## src/rtl/rfr_pkg.sv

```systemverilog
package rfr_pkg;
    localparam int DATA_W = 8;
    localparam int SEL_W  = 3;
    localparam int ADDR_W = 2;

    localparam logic [ADDR_W-1:0] A_CTRL = 2'd0;
    localparam logic [ADDR_W-1:0] A_CNT  = 2'd1;
    localparam logic [ADDR_W-1:0] A_CMP  = 2'd2;

    typedef enum logic [2:0] {
        ST_IDLE, ST_CAS, ST_RAS1, ST_RAS2, ST_PRE, ST_SR_CAS, ST_SR_HOLD
    } seq_state_e;

    // Power-of-two exponent of the divide ratio for each select code.
    function automatic logic [3:0] div_shift(input logic [SEL_W-1:0] sel);
        case (sel)
            3'd1:    div_shift = 4'd1;
            3'd2:    div_shift = 4'd3;
            3'd3:    div_shift = 4'd5;
            3'd4:    div_shift = 4'd7;
            3'd5:    div_shift = 4'd9;
            3'd6:    div_shift = 4'd11;
            3'd7:    div_shift = 4'd12;
            default: div_shift = 4'd0;
        endcase
    endfunction
endpackage

```

## src/rtl/rfr_prescaler.sv

```systemverilog
module rfr_prescaler
    import rfr_pkg::*;
#(
    parameter int PRE_W = 12
) (
    input  logic             clk,
    input  logic             rst_n,
    input  logic [SEL_W-1:0] sel,
    output logic             tick
);
    typedef struct packed {
        logic [PRE_W-1:0] div;
    } pre_t;

    pre_t pre_d, pre_q;
    logic [PRE_W-1:0] mask;

    always_comb begin
        mask  = ~({PRE_W{1'b1}} << div_shift(sel));
        tick  = (sel != '0) && ((pre_q.div & mask) == mask);
        pre_d = pre_q;
        if (sel == '0) pre_d.div = '0;
        else           pre_d.div = pre_q.div + 1'b1;
    end

    always_ff @(posedge clk or negedge rst_n) begin
        if (!rst_n) pre_q <= '0;
        else        pre_q <= pre_d;
    end


    stopped_tick_chk: assert property (@(posedge clk) disable iff (!rst_n)
        (sel == '0) |-> !tick);
endmodule

```

## src/rtl/rfr_interval.sv

```systemverilog
module rfr_interval
    import rfr_pkg::*;
(
    input  logic              clk,
    input  logic              rst_n,
    input  logic              tick,
    input  logic              cnt_we,
    input  logic              cmp_we,
    input  logic [DATA_W-1:0] wdata,
    output logic [DATA_W-1:0] cnt,
    output logic [DATA_W-1:0] cmp,
    output logic              match
);
    typedef struct packed {
        logic [DATA_W-1:0] cnt;
        logic [DATA_W-1:0] cmp;
    } ivl_t;

    ivl_t r_d, r_q;

    always_comb begin
        r_d   = r_q;
        match = tick && (r_q.cnt == r_q.cmp);
        if (tick) r_d.cnt = match ? '0 : r_q.cnt + 1'b1;
        if (cnt_we) r_d.cnt = wdata;   // software write wins over clear
        if (cmp_we) r_d.cmp = wdata;
    end

    always_ff @(posedge clk or negedge rst_n) begin
        if (!rst_n) begin
            r_q.cnt <= '0;
            r_q.cmp <= '1;
        end else begin
            r_q <= r_d;
        end
    end

    assign cnt = r_q.cnt;
    assign cmp = r_q.cmp;


    match_clear_chk: assert property (@(posedge clk) disable iff (!rst_n)
        (match && !cnt_we) |=> (cnt == '0));

    wr_priority_chk: assert property (@(posedge clk) disable iff (!rst_n)
        cnt_we |=> (cnt == $past(wdata)));

    hold_cnt_chk: assert property (@(posedge clk) disable iff (!rst_n)
        (!tick && !cnt_we) |=> $stable(cnt));
endmodule

```

## src/rtl/rfr_sequencer.sv

```systemverilog
module rfr_sequencer
    import rfr_pkg::*;
(
    input  logic clk,
    input  logic rst_n,
    input  logic req,
    input  logic ext_access,
    input  logic standby_req,
    input  logic dram_mode,
    output logic ras_n,
    output logic cas_n,
    output logic busy,
    output logic hold_off
);
    typedef struct packed {
        seq_state_e st;
        logic       pending;
    } seq_t;

    seq_t r_d, r_q;
    logic start;

    always_comb begin
        r_d   = r_q;
        start = 1'b0;
        case (r_q.st)
            ST_IDLE: begin
                if (standby_req && dram_mode)        r_d.st = ST_SR_CAS;
                else if (r_q.pending && !ext_access) begin
                    r_d.st = ST_CAS;
                    start  = 1'b1;
                end
            end
            ST_CAS:     r_d.st = ST_RAS1;
            ST_RAS1:    r_d.st = ST_RAS2;
            ST_RAS2:    r_d.st = ST_PRE;
            ST_PRE:     r_d.st = ST_IDLE;
            ST_SR_CAS:  r_d.st = ST_SR_HOLD;
            ST_SR_HOLD: if (!standby_req) r_d.st = ST_PRE;
            default:    r_d.st = ST_IDLE;
        endcase
        r_d.pending = req || (r_q.pending && !start);
    end

    always_ff @(posedge clk or negedge rst_n) begin
        if (!rst_n) begin
            r_q.st      <= ST_IDLE;
            r_q.pending <= 1'b0;
        end else begin
            r_q <= r_d;
        end
    end

    always_comb begin
        cas_n = !(r_q.st inside {ST_CAS, ST_RAS1, ST_RAS2, ST_SR_CAS, ST_SR_HOLD});
        ras_n = !(r_q.st inside {ST_RAS1, ST_RAS2, ST_SR_HOLD});
        busy  = (r_q.st != ST_IDLE);
        hold_off = busy || r_q.pending;
    end


    cas_before_ras_chk: assert property (@(posedge clk) disable iff (!rst_n)
        !ras_n |-> !cas_n);

    ras_after_cas_chk: assert property (@(posedge clk) disable iff (!rst_n)
        $fell(ras_n) |-> !$past(cas_n));

    cbr_step_chk: assert property (@(posedge clk) disable iff (!rst_n)
        (r_q.st == ST_CAS) |=> (r_q.st == ST_RAS1));

    defer_chk: assert property (@(posedge clk) disable iff (!rst_n)
        ((r_q.st == ST_IDLE) && ext_access) |=> (r_q.st != ST_CAS));

    self_hold_chk: assert property (@(posedge clk) disable iff (!rst_n)
        ((r_q.st == ST_SR_HOLD) && standby_req) |=> (!ras_n && !cas_n));
endmodule

```

## src/rtl/dram_refresh_ctrl.sv

```systemverilog
module dram_refresh_ctrl
    import rfr_pkg::*;
#(
    parameter int PRE_W = 12
) (
    input  logic              clk,
    input  logic              rst_n,
    input  logic              reg_we,
    input  logic [ADDR_W-1:0] reg_addr,
    input  logic [DATA_W-1:0] reg_wdata,
    output logic [DATA_W-1:0] reg_rdata,
    input  logic              dram_mode,
    input  logic              ext_access,
    input  logic              standby_req,
    output logic              ras_n,
    output logic              cas_n,
    output logic              refresh_busy,
    output logic              hold_off
);
    localparam int PAD_W = DATA_W - SEL_W - 1;

    typedef struct packed {
        logic             en;
        logic [SEL_W-1:0] sel;
    } ctrl_t;

    ctrl_t ctl_d, ctl_q;
    logic  tick, match, req, cnt_we, cmp_we;
    logic [DATA_W-1:0] cnt, cmp;

    always_comb begin
        ctl_d  = ctl_q;
        cnt_we = reg_we && (reg_addr == A_CNT);
        cmp_we = reg_we && (reg_addr == A_CMP);
        if (reg_we && (reg_addr == A_CTRL)) begin
            ctl_d.en  = reg_wdata[DATA_W-1];
            ctl_d.sel = reg_wdata[SEL_W-1:0];
        end
        req = match && ctl_q.en && dram_mode;
        case (reg_addr)
            A_CTRL:  reg_rdata = {ctl_q.en, {PAD_W{1'b0}}, ctl_q.sel};
            A_CNT:   reg_rdata = cnt;
            A_CMP:   reg_rdata = cmp;
            default: reg_rdata = '0;
        endcase
    end

    always_ff @(posedge clk or negedge rst_n) begin
        if (!rst_n) ctl_q <= '0;
        else        ctl_q <= ctl_d;
    end

    rfr_prescaler #(.PRE_W(PRE_W)) u_pre (
        .clk   (clk),
        .rst_n (rst_n),
        .sel   (ctl_q.sel),
        .tick  (tick)
    );

    rfr_interval u_ivl (
        .clk    (clk),
        .rst_n  (rst_n),
        .tick   (tick),
        .cnt_we (cnt_we),
        .cmp_we (cmp_we),
        .wdata  (reg_wdata),
        .cnt    (cnt),
        .cmp    (cmp),
        .match  (match)
    );

    rfr_sequencer u_seq (
        .clk         (clk),
        .rst_n       (rst_n),
        .req         (req),
        .ext_access  (ext_access),
        .standby_req (standby_req),
        .dram_mode   (dram_mode),
        .ras_n       (ras_n),
        .cas_n       (cas_n),
        .busy        (refresh_busy),
        .hold_off    (hold_off)
    );


    req_hold_chk: assert property (@(posedge clk) disable iff (!rst_n)
        req |=> hold_off);

    gated_req_chk: assert property (@(posedge clk) disable iff (!rst_n)
        (match && !(ctl_q.en && dram_mode)) |-> !req);
endmodule

```

## config.mk

```make
export PLATFORM = sky130hd
export DESIGN_NAME = dram_refresh_ctrl
export DESIGN_NICKNAME = d
export VERILOG_FILES = /design/src/rtl/rfr_pkg.sv /design/src/rtl/rfr_prescaler.sv /design/src/rtl/rfr_interval.sv /design/src/rtl/rfr_sequencer.sv /design/src/rtl/dram_refresh_ctrl.sv
export SDC_FILE = /design/constraint.sdc
export NUM_CORES = 1
export LEC_CHECK = 0
export BUFFER_PORTS_ARGS = -buffer_cell sky130_fd_sc_hd__buf_2
export CORE_MARGIN = 5
export CORE_UTILIZATION = 44
export CTS_CLUSTER_DIAMETER = 120
export DETAILED_ROUTE_END_ITERATION = 10
export GPL_TIMING_DRIVEN = 0
export PLACE_DENSITY = 0.77
export RECOVER_POWER = 50
export SETUP_SLACK_MARGIN = 0.3
export SLEW_MARGIN = 20
export SYNTH_ARGS = -nofsm -noshare
export SYNTH_HDL_FRONTEND = slang
export SYNTH_SLANG_ARGS = --single-unit
export TNS_END_PERCENT = 30
```

## constraint.sdc

```tcl
create_clock -name clk -period 1.65 [get_ports clk]
set_clock_uncertainty 0.05 [all_clocks]
set_input_delay 0.2475 -clock clk [delete_from_list [all_inputs] [get_ports clk]]
set_output_delay 0.2475 -clock clk [all_outputs]
set_load 0.01 [all_outputs]
```

# Yosys cells after proc, flatten, opt, wreduce, memory -nomap -nowiden

Cells that the tools add are included.
W data, S select, Z words.

$add $sub $neg: 2
Equal/unequal tests: 18
Shifts and indexed selects: 1
Multiplexer cells: 13
Bitwise gates (word level): 2
Reduce and logical (&&, ||, !) cells: 25

Operators by type and width:

| cell                    | number |
|---|---|
| $pmux W4 S7             | 1 |
| $mux W8                 | 3 |
| $pmux W8 S3             | 1 |
| $eq A3 B3 Y1 const B    | 6 |
| $pmux W3 S6             | 1 |
| $add A12 B1 Y12 const B | 1 |
| $and A12 B12 Y12        | 1 |
| $eq A12 B12 Y1          | 1 |
| $eq A3 B2 Y1 const B    | 4 |
| $mux W12                | 1 |
| $not A12 Y12            | 1 |
| $shl A12 B4 Y12 const A | 1 |
| $logic_and A1 B1 Y1     | 10 |
| $mux W3                 | 3 |
| $reduce_bool A3 Y1      | 3 |
| $add A8 B1 Y8 const B   | 1 |
| $eq A8 B8 Y1            | 1 |
| $eq A3 B1 Y1 const B    | 2 |
| $logic_not A3 Y1        | 2 |
| $reduce_bool A5 Y1      | 1 |
| $logic_not A1 Y1        | 4 |
| $mux W1                 | 3 |
| $ne A3 B1 Y1 const B    | 1 |
| $eq A2 B1 Y1 const B    | 1 |
| 6 further kinds         | 7 |

Register bits: 36
Input bits: 16
Logic and storage cells: 68

# Longest topological paths before layout

Depth in word-level cells: 11
Mapped depth: 6
Depth with buffers taken out: 6

# Hierarchy

From an unflattened synthesis, not the netlist that was laid out.

Cell total of the unflattened synthesis: 200
Area, all modules: 2138.3 sq um

By module, submodules not included:

| module            | times used | cells each | area an instance (sq um) |
|---|---|---|---|
| rfr_interval      | 1          | 90         | 953.4 |
| rfr_prescaler     | 1          | 61         | 640.6 |
| dram_refresh_ctrl | 1          | 28         | 336.6 |
| rfr_sequencer     | 1          | 21         | 207.7 |

# Worst setup path after synthesis

No wires, ideal clock.

Kind: reg-to-reg
Start point: register u_ivl.cmp[7] (netlist name)
End point: register u_ivl.cnt[7] (netlist name)
Arrival: 1534 ps
Data required time: 1474 ps
Slack: -60 ps
Cell stages (with the launch flop): 6
Path buffers: 0
Cells stage by stage: dfstp_2 > xor2_1 > nor4_2 > nand2_2 > a32oi_1 > o21ai_1

Longest elaborated chain between the ends: 5

RTL lines:

| element              | line               | source |
|---|---|---|
| $eq A8 B8 Y1         | rfr_interval.sv:23 | `match = tick && (r_q.cnt == r_q.cmp);` |
| $logic_and A1 B1 Y1  | rfr_interval.sv:23 |  |
| $mux W8 (2 in a row) | rfr_interval.sv:24 | `if (tick) r_d.cnt = match ? '0 : r_q.cnt + 1'b1;` |
| $mux W8              | rfr_interval.sv:25 | `if (cnt_we) r_d.cnt = wdata;` |

Every way passes these cells. The select of a mux whose other input is x is not followed.
A chain may end at the register's enable or synchronous reset.

# Final worst setup path

Start point: register u_seq.r_q[1] in the netlist's numbering
End point: output hold_off

Longest elaborated chain between the ends: 2

RTL lines:

| element                  | line                    | source |
|---|---|---|
| start: declaration       | rfr_sequencer.sv:20     | `seq_t r_d, r_q;` |
| start signal: assignment | rfr_sequencer.sv:50     | `r_q <= r_d;` |
| $reduce_bool A3 Y1       | rfr_sequencer.sv:57     | `busy = (r_q.st != ST_IDLE);` |
| $logic_or A1 B1 Y1       | rfr_sequencer.sv:58     | `hold_off = busy \|\| r_q.pending;` |
| end: declaration         | dram_refresh_ctrl.sv:18 | `output logic hold_off` |

Every way passes these cells.

==> metrics <==
Power Dens Cells=1520 mW/mm^2; Finished Cell Area=roughly 0.0031 sq mm; largest net degree at the start of global routing=37; Antenna Cells=0; Worst slew margin=40.8%; Sequential Power Share=a little under a third; highest clock rate=544 MHz; Critical Path RT=~1400 ps; failing checks=negative setup slack; number of synthesized flops with an enable pin=0; Cell variety after synth=42; worst-skew pair later-pin latency=approximately 300 ps; status=complete, but fails checks; Power Total=around 4700 uW; TritonCTS buffer count=5; # setup viols final=10; combinational share of power=between 40 and 50%; wirelength, routed=6.63 mm; max-cap check violation count=0; placed wire-length estimate=between 3 and 4 mm; static leakage=~0.0013 uW; wire length per cell=approximately 20 um; ANT nets after route=0; syn avg cell area=9.85 sq um; r2r worst-path depth=7; PortBufs=26; Tmin final=1840 ps; Final Hold Fails=0; Post-Syn Area=0.00207 sq mm; CTS root buffer=clkbuf_8; Hold Path Class=input port to async pin; P_int=approximately 3000 uW; Iteration-0 DRC Markers=222; r2r startpoint=u_ivl.cnt[2]$_DFFE_PN0P_; total grt overflow=0; Post-synth ARST share=100%; Ys Warns=0; CTS max path bufs=2; CP Launch Point=u_seq.r_q[1]$_DFFE_PN0P_; leading area contributor after synthesis=dfrtp_1; initial core utilization=between 40 and 50%; initial antenna violation count=0; crit path kind=register to primary output; worst setup margin=-188 ps; Final Max Tran Viols=0; Placer Congestion=approximately 0.86; Clk pwr share=a little under a quarter; post-synthesis cell count=210; commonest cells in the netlist=28 x dfrtp_1, 21 x nand2_1, 18 x nor2_1; Worst-Margin Slew=888 ps; Seq/Total Area, Yosys=44.0%; Reg-to-Reg End=u_ivl.cnt[4]$_DFFE_PN0P_; Final Net Count=about 300; CTS tree=built; DR DRC count=0; critical path endpoint category=primary output; post-synth top area share=between 30% and 40%; switching part of the total power=a little under two fifths; Die W=about 79 um; VDD IR-drop max=roughly 530 uV; first drt pass iteration count=4; Die Span Y=a little under 80 um; clock-pin slew on the worst setup and hold paths=80 ps; Cell Area, Placed=roughly 0.0023 sq mm; Sink Count=36; switching power total=1730 uW; H-tree depth=2; via/cell ratio=about 6; number of core rows=25; cell with the most instances after synthesis=dfrtp_1; ranking of synthesized cells by area=dfrtp_1 34%, dfstp_2 10%, mux2_2 6.5%; layout cell share with drive strength beyond 1=a little under three fifths; final std cells w/o fill=between 300 and 400; crit start category=register; post-synthesis register bit count=36; largest fanout on the critical path=2; Syn Nets=about 230; Fillers=about 300; die area=approximately 0.006 sq mm; prevailing post-synth register cell=dfrtp_1; via count=2,060; first-pass GRT wire length=a little under 10 mm; RSZ-0062 raised after global routing=true; Ports=28; placed insts=290; GR Util All Layers=around a fifth; number of global-route vias before repair=1,974; Critical Path AT=between 1500 and 2000 ps; R2R Setup Slk=-100 ps; Layout Area Growth over Synthesis=50.0%; final worst path period share=111%; core box area=approximately 0.0046 sq mm
==> placed cells by master (no fill, tap or decap), types with 7 or more instances in the layout <==
cell and instances:
a21oi_1 9, buf_2 26, buf_4 31, buf_6 11, clkbuf_8 7, dfrtp_1 17, dfrtp_2 11, dfstp_2 8
mux2_2 12, nand2_1 18, nor2_1 16, o21ai_1 10, xor2_1 7
==> power by group through the flow <==
stage	registers [uW]	clock network, uW	logic [uW]
floorplan	1350	0	891
global placement	1410	0	1130
detailed placement	1420	0	1160
CTS	1430	1100	1760
global route	1500	1140	2270
finish	1480	1090	2140
==> repair_timing <==
action                     CTS  global route
gates cloned                 2             0
resized for setup           64            32
buffers inserted            26            13
setup endpoints to repair   31            28
hold buffers                 0             0
pin swaps                   27            19
==> per-layer routing <==
layer / wire length, um / global-route usage, % / vias to the layer above
li1: - / - / 914
met1: 2460 / 25.4 / 1017
met2: 3380 / 33.4 / 106
met3: 574 / 3.78 / 23
met4: 205 / 9.62 / 0
met5: 0 / 0 / -
==> state kept, by name, summed over array words and instances, names as in the netlist <==
signal / count
u_pre.pre_q: 12
u_ivl.cmp: 8
u_ivl.cnt: 8
ctl_q: 4
u_seq.r_q: 4
==> worst max-delay path by stage <==
stage	to	slack, ps
after floorplan	u_ivl.cnt[7]$_DFFE_PN0P_	50
after global placement	u_ivl.cnt[2]$_DFFE_PN0P_	-160
after detailed placement	u_ivl.cnt[2]$_DFFE_PN0P_	-210
after CTS	hold_off	-180
after global routing	hold_off	-220
final	hold_off	-190
==> worst max-delay path, cell delays in order, from the launching register on <==
cell      delay, ps
dfrtp_1         390
clkbuf_8        140
or3_4           360
or2_4           230
buf_6           120
==> through the flow <==
step	setup WS [ps]	utilization, %	TNS [ps]	hold slack, ps
global placement	-163	49.4	-1050	322
finish	-188	67.0	-840	6.70
detailed placement	-206	49.4	-1420	323
floorplan	51.4	-	0	-98.1
CTS	-179	62.2	-282	7.28
global route	-221	67.0	-1410	71.5
==> final cells by class <==
type                       instances  area [sq um]  share of cell area, %
multi-input combinational        164          1410                   45.4
sequential                        36           925                   29.8
timing repair buffer              65           469                   15.1
clock inverter                     3          90.1                   2.90
clock buffer                       5          68.8                   2.22
tap                               54          67.6                   2.18
buffer                             7          53.8                   1.73
inverter                           5          18.8                  0.605
==> logic make-up (layout without fill, tap and decap cells) <==
family / after synthesis / after routing / synth area share (%)
compound gates: 54 / 55 / 18.3
xor+xnor: 16 / 16 / 6.78
fa+ha+maj: 2 / 2 / 1.21
buf+inv: 12 / 85 / 2.30
flops: 36 / 36 / 44.0
mux: 17 / 17 / 8.95
simple gates: 73 / 74 / 18.5
(Power assumes the default switching activity.)
